**src/rtl/czl_pkg.sv**
```systemverilog
package czl_pkg;
  typedef enum logic {
    CZL_IDLE = 1'b0,
    CZL_BUSY = 1'b1
  } czl_state_e;
endpackage

```
**src/rtl/czl_line_align.sv**
```systemverilog
module czl_line_align #(
  parameter int ADDR_W = 64,
  parameter int OFF_W  = 7
) (
  input  logic [ADDR_W-1:0] addr_i,
  output logic [ADDR_W-1:0] base_o
);
  assign base_o = {addr_i[ADDR_W-1:OFF_W], {OFF_W{1'b0}}};
endmodule

```
**src/rtl/czl_beat_ctr.sv**
```systemverilog
module czl_beat_ctr #(
  parameter int BEATS  = 16,
  parameter int BEAT_W = $clog2(BEATS)
) (
  input  logic              clk_i,
  input  logic              rst_ni,
  input  logic              clear_i,
  input  logic              step_i,
  output logic [BEAT_W-1:0] cnt_o,
  output logic              last_o
);
  localparam logic [BEAT_W-1:0] LastIdx = BEAT_W'(BEATS - 1);

  logic [BEAT_W-1:0] cnt_q;

  assign last_o = (cnt_q == LastIdx);
  assign cnt_o  = cnt_q;

  always_ff @(posedge clk_i or negedge rst_ni) begin
    if (!rst_ni) begin
      cnt_q <= '0;
    end else if (clear_i) begin
      cnt_q <= '0;
    end else if (step_i) begin
      cnt_q <= last_o ? '0 : cnt_q + 1'b1;
    end
  end
endmodule

```
**src/rtl/czl_wr_gen.sv**
```systemverilog
module czl_wr_gen #(
  parameter int ADDR_W     = 64,
  parameter int DATA_W     = 64,
  parameter int BEAT_W     = 4,
  parameter int WORD_SHIFT = 3
) (
  input  logic [ADDR_W-1:0]   base_i,
  input  logic [BEAT_W-1:0]   beat_i,
  output logic [ADDR_W-1:0]   addr_o,
  output logic [DATA_W-1:0]   data_o,
  output logic [DATA_W/8-1:0] be_o
);
  logic [ADDR_W-1:0] off;

  // base has zero low bits, so OR acts as add
  assign off    = {{(ADDR_W-BEAT_W){1'b0}}, beat_i} << WORD_SHIFT;
  assign addr_o = base_i | off;
  assign data_o = '0;
  assign be_o   = '1;
endmodule

```
**src/rtl/czl_line_zero.sv**
```systemverilog
module czl_line_zero #(
  parameter int ADDR_W     = 64,
  parameter int DATA_W     = 64,
  parameter int LINE_BYTES = 128
) (
  input  logic                clk_i,
  input  logic                rst_ni,
  input  logic                req_valid_i,
  output logic                req_ready_o,
  input  logic [ADDR_W-1:0]   req_addr_i,
  input  logic                req_variant_i,
  output logic                wr_valid_o,
  input  logic                wr_ready_i,
  output logic [ADDR_W-1:0]   wr_addr_o,
  output logic [DATA_W-1:0]   wr_data_o,
  output logic [DATA_W/8-1:0] wr_be_o,
  output logic                done_o
);
  import czl_pkg::*;

  localparam int WORD_BYTES = DATA_W / 8;
  localparam int BEATS      = LINE_BYTES / WORD_BYTES;
  localparam int OFF_W      = $clog2(LINE_BYTES);
  localparam int BEAT_W     = $clog2(BEATS);
  localparam int WORD_SHIFT = $clog2(WORD_BYTES);

  czl_state_e        state_q;
  logic [ADDR_W-1:0] base_q;
  logic [ADDR_W-1:0] base_d;
  logic              done_q;
  logic [BEAT_W-1:0] beat;
  logic              beat_last;
  logic              accept_req;
  logic              wr_fire;
  logic              variant_unused;

  assign variant_unused = req_variant_i;  // both opcode forms behave the same

  assign req_ready_o = (state_q == CZL_IDLE);
  assign accept_req  = req_valid_i && req_ready_o;
  assign wr_valid_o  = (state_q == CZL_BUSY);
  assign wr_fire     = wr_valid_o && wr_ready_i;
  assign done_o      = done_q;

  czl_line_align #(
    .ADDR_W (ADDR_W),
    .OFF_W  (OFF_W)
  ) align_i (
    .addr_i (req_addr_i),
    .base_o (base_d)
  );

  czl_beat_ctr #(
    .BEATS  (BEATS),
    .BEAT_W (BEAT_W)
  ) ctr_i (
    .clk_i   (clk_i),
    .rst_ni  (rst_ni),
    .clear_i (accept_req),
    .step_i  (wr_fire),
    .cnt_o   (beat),
    .last_o  (beat_last)
  );

  czl_wr_gen #(
    .ADDR_W     (ADDR_W),
    .DATA_W     (DATA_W),
    .BEAT_W     (BEAT_W),
    .WORD_SHIFT (WORD_SHIFT)
  ) gen_i (
    .base_i (base_q),
    .beat_i (beat),
    .addr_o (wr_addr_o),
    .data_o (wr_data_o),
    .be_o   (wr_be_o)
  );

  always_ff @(posedge clk_i or negedge rst_ni) begin
    if (!rst_ni) begin
      state_q <= CZL_IDLE;
      base_q  <= '0;
      done_q  <= 1'b0;
    end else begin
      done_q <= wr_fire && beat_last;
      if (accept_req) begin
        state_q <= CZL_BUSY;
        base_q  <= base_d;
      end else if (wr_fire && beat_last) begin
        state_q <= CZL_IDLE;
      end
    end
  end
endmodule

```
**config.mk**
```make
export PLATFORM = sky130hd
export DESIGN_NAME = czl_line_zero
export DESIGN_NICKNAME = d
export VERILOG_FILES = /design/src/rtl/czl_pkg.sv /design/src/rtl/czl_line_align.sv /design/src/rtl/czl_beat_ctr.sv /design/src/rtl/czl_wr_gen.sv /design/src/rtl/czl_line_zero.sv
export SDC_FILE = /design/constraint.sdc
export NUM_CORES = 1
export LEC_CHECK = 0
export BUFFER_PORTS_ARGS = -buffer_cell sky130_fd_sc_hd__buf_2
export CORE_UTILIZATION = 43
export DETAILED_ROUTE_END_ITERATION = 12
export HOLD_SLACK_MARGIN = 0.12
export PLACE_DENSITY = 0.86
export SLEW_MARGIN = 15
export SYNTH_ARGS = -nofsm -noshare
export SYNTH_HDL_FRONTEND = slang
export SYNTH_HIERARCHICAL = 1
export SYNTH_SLANG_ARGS = --single-unit
```
**constraint.sdc**
```tcl
create_clock -name clk_i -period 1.18 [get_ports clk_i]
set_input_delay 0.236 -clock clk_i [delete_from_list [all_inputs] [get_ports clk_i]]
set_output_delay 0.236 -clock clk_i [all_outputs]
set_load 0.1 [all_outputs]
```
==> flow_summary_export.csv <==
group,metric,value,unit
status,result_of_the_run,"finished, violations left",
status,failing_checks,"setup timing",
cts,cts-root-to-sink-buffers,2,
cts,path_clk_slew,0.07,ns
worst_setup_path,cell_breakdown_of_the_critical_path,"nor2b_4, buf_12, buf_6, clkbuf_16, mux2_4",
synthesis,synth_top_area_frac,0.396,
grt,via_count_of_the_first_global_routing_pass,2504,
synthesis,synth_async_sr_flop_share,1.00,
grt,grt_overflow_total,0,
flow_run,drv_cap,0,
timing,timing.clock.skew,0.0117,ns
synthesis,synthesis.yosys.warnings,6,
cells_and_area,final_nets,565,
cells_and_area,synthToLayoutAreaGrowth,47.4,%
place,io_buffers,127,
synthesis,synth.area.top_cells,"sky130_fd_sc_hd__dfrtp_1 (40%), sky130_fd_sc_hd__buf_4 (33%), sky130_fd_sc_hd__mux2_4 (17%), sky130_fd_sc_hd__mux2_2 (3.8%), sky130_fd_sc_hd__buf_12 (2.3%)",
worst_setup_path,timing.critical_path.buf_inv,3,
worst_setup_path,critPathMaxFanout,7,
cells_and_area,final_core_area_utilization,0.660,
timing,grt_setup_unrepaired,"yes",
drt,drtPass1Iterations,4,
cells_and_area,antenna_cells_inserted,0,
synthesis,post_synth.cell_area_avg,12.1,um2
die,floorplan.die.height,103,um
worst_setup_path,ws_path_type,"reg -> reg",
die,die_area,10700,um2
timing,timing.final.ws_setup,-0.274,ns
place,gp_congestion,0.702,
worst_setup_path,start_kind,"flip-flop",
cts,worst_skew_pair.late_latency,0.34,ns
cells_and_area,drive_gt1_frac,0.590,
synthesis,syn_area,4420,um2
synthesis,post_synth_num_cell_types,25,
drt,detail_route.wl_per_cell,15.1,um
synthesis,edff_count_synth,0,
timing,finalHoldViolCount,0,
die,std_cell_rows,36,
worst_setup_path,highest_delay_cell_along_the_critical_path,"sky130_fd_sc_hd__dfrtp_4",
die,die_width,103,um
drt,drt_first_iter_violations,22,
timing,timing.final.crit_period,1.45,ns
die,fp.coreArea,9860,um2
synthesis,synth_ff_type,"sky130_fd_sc_hd__dfrtp_1",
cts,clock_sink_count,70,
die,initial_core_util,0.448,
synthesis,synth.ff_latch_count,70,
synthesis,synthMostInstantiatedCell,"sky130_fd_sc_hd__buf_4",
timing,fmaxAchievable,0.688,GHz
cts,number_of_clock_buffers_inserted_by_tritoncts,9,
drt,drt_drc_violations_left,0,
drt,dr_total_vias,2531,
synthesis,yosysSeqAreaShare,0.396,
cts,clockRootBuffer,"sky130_fd_sc_hd__clkbuf_8",
drt,ant_nets,0,
drt,postRouteWirelength,9570,um
grt,grt_max_degree,71,
min_path,min-delay-path-class,"in -> reg",
grt,grt_pass1_wl,12600,um
timing,layout_worst_path_cycle_share,1.23,
cts,h-tree-depth,3,
cells_and_area,n_fill_cell,665,
timing,timing_max_transition_violations_final,0,
synthesis,postSynthCellCount,366,
place,hpwl,5210,um
worst_setup_path,signal_arrival_time_at_the_worst_endpoint,1.68,ns
die,boundaryPins,208,
timing,setup_viol,81,
worst_setup_path,timing.critical_path.slowest_cell_delay,0.49,ns
grt,grt_usage,0.159,
synthesis,synth.largest_area_cell,"sky130_fd_sc_hd__dfrtp_1",
worst_setup_path,timing.critical_path.to_type,"flip-flop",
synthesis,synth.top_cells.by_count,"sky130_fd_sc_hd__buf_4 (196), sky130_fd_sc_hd__dfrtp_1 (70), sky130_fd_sc_hd__mux2_4 (49)",
worst_setup_path,worst-endpoint-required,1.41,ns
grt,antenna_violations_before_repair,0,
place,post-place-ws,-0.290,ns
worst_setup_path,critical_path.top_delay_family,"flip-flops",
cts,tritoncts,"yes",
drt,via_density_per_instance,4.00,
[metrics by stage]
| stage | TNS, ns | instances | hold slack (ns) | instance area, um2 |
|---|---|---|---|---|
| 3_3_place_gp | -12.71 | 506 | 0.270 | 4970 |
| 5_1_grt | -20.84 | 633 | 0.122 | 6520 |
| 3_5_place_dp | -14.67 | 506 | 0.287 | 4970 |
| 6_report | -16.37 | 633 | 0.146 | 6520 |
| 2_1_floorplan | -21.28 | 442 | -0.0596 | 4720 |
| 4_1_cts | -17.16 | 600 | 0.121 | 6080 |
[area by class of cell]
class	instances	area, um2	share of cell area
Multi-Input combinational cell	168	1490	0.228
Tap cell	133	166	0.0255
Clock buffer	12	145	0.0223
Timing Repair Buffer	245	2880	0.443
Inverter	1	6.26	0.000960
Clock inverter	4	70.1	0.0108
Sequential cell	70	1760	0.269
[cells in the final DEF, fill, tap and decap left out, types with 2 or more instances in the layout]
cell type,synthesis,final
sky130_fd_sc_hd__clkbuf_8,0,10
sky130_fd_sc_hd__nor2_2,0,2
sky130_fd_sc_hd__dfrtp_1,70,69
sky130_fd_sc_hd__buf_12,5,72
sky130_fd_sc_hd__buf_4,196,50
sky130_fd_sc_hd__nand2_1,3,2
sky130_fd_sc_hd__clkinv_2,0,2
sky130_fd_sc_hd__clkbuf_1,0,2
sky130_fd_sc_hd__buf_6,1,7
sky130_fd_sc_hd__conb_1,3,79
sky130_fd_sc_hd__buf_8,0,2
sky130_fd_sc_hd__buf_16,0,3
sky130_fd_sc_hd__buf_2,1,59
sky130_fd_sc_hd__bufinv_16,0,2
sky130_fd_sc_hd__and3_4,1,2
sky130_fd_sc_hd__a21oi_2,1,2
sky130_fd_sc_hd__or2_4,0,4
sky130_fd_sc_hd__dlygate4sd3_1,0,48
sky130_fd_sc_hd__mux2_4,49,63
sky130_fd_sc_hd__clkbuf_16,0,4
[flip-flops by register name, indices dropped and copies added (netlist names)]
register and flops:
done_o 1, base_q 64, wr_valid_o 1, ctr_i/cnt_o 4
[logic make-up after synthesis]
logic type	count (synthesis)	share of synthesized area
AOI/OAI and AO/OA	4	0.00538
and+or+nand+nor	18	0.0238
buffers and inverters	204	0.360
adders and majority gates	1	0.00283
other	3	0.00255
DFF	70	0.396
muxes	65	0.207
xor gates and xnor gates	1	0.00198
[worst reg2reg max path: stages, from the launching register on]
cell and delay [ns]:
sky130_fd_sc_hd__dfrtp_4 0.49, sky130_fd_sc_hd__nor2b_4 0.15, sky130_fd_sc_hd__buf_12 0.13, sky130_fd_sc_hd__buf_6 0.12
sky130_fd_sc_hd__clkbuf_16 0.16, sky130_fd_sc_hd__mux2_4 0.30
[path summary, 6_finish.rpt]
path / start / endpoint / slack, ns / cells after the start
hold / removal: req_addr_i[12] / base_q[12]$_DFFE_PN0P_ / 0.15 / 2
min in group asynchronous: rst_ni / base_q[10]$_DFFE_PN0P_ / 0.47 / 3
hold reg to reg: base_q[3]$_DFFE_PN0P_ / base_q[3]$_DFFE_PN0P_ / 0.52 / 1
max in group asynchronous: rst_ni / wr_valid_o$_DFFE_PN0P_ / 0.37 / 3
setup / recovery: wr_valid_o$_DFFE_PN0P_ / base_q[27]$_DFFE_PN0P_ / -0.27 / 5
setup reg to reg: wr_valid_o$_DFFE_PN0P_ / base_q[27]$_DFFE_PN0P_ / -0.27 / 5
[timing repair]
item	CTS	global route
cloned	3	5
hold buffers	44	4
endpoints found under the hold margin	113	4
resized for setup	38	27
endpoints found under the setup margin	132	135
buffers inserted	31	25
pin swaps	8	8
[metal layers]
metal / vias up / wire, um / track usage
met5: - / 0 / 0
met3: 12 / 571 / 0.0484
met4: 0 / 134 / 0.0563
li1: 1160 / - / -
met2: 125 / 5180 / 0.292
met1: 1234 / 3680 / 0.173
Power is left out: the tool's default activity adds up to more than one toggle a clock period on the data nets, which glitch-free logic cannot reach.
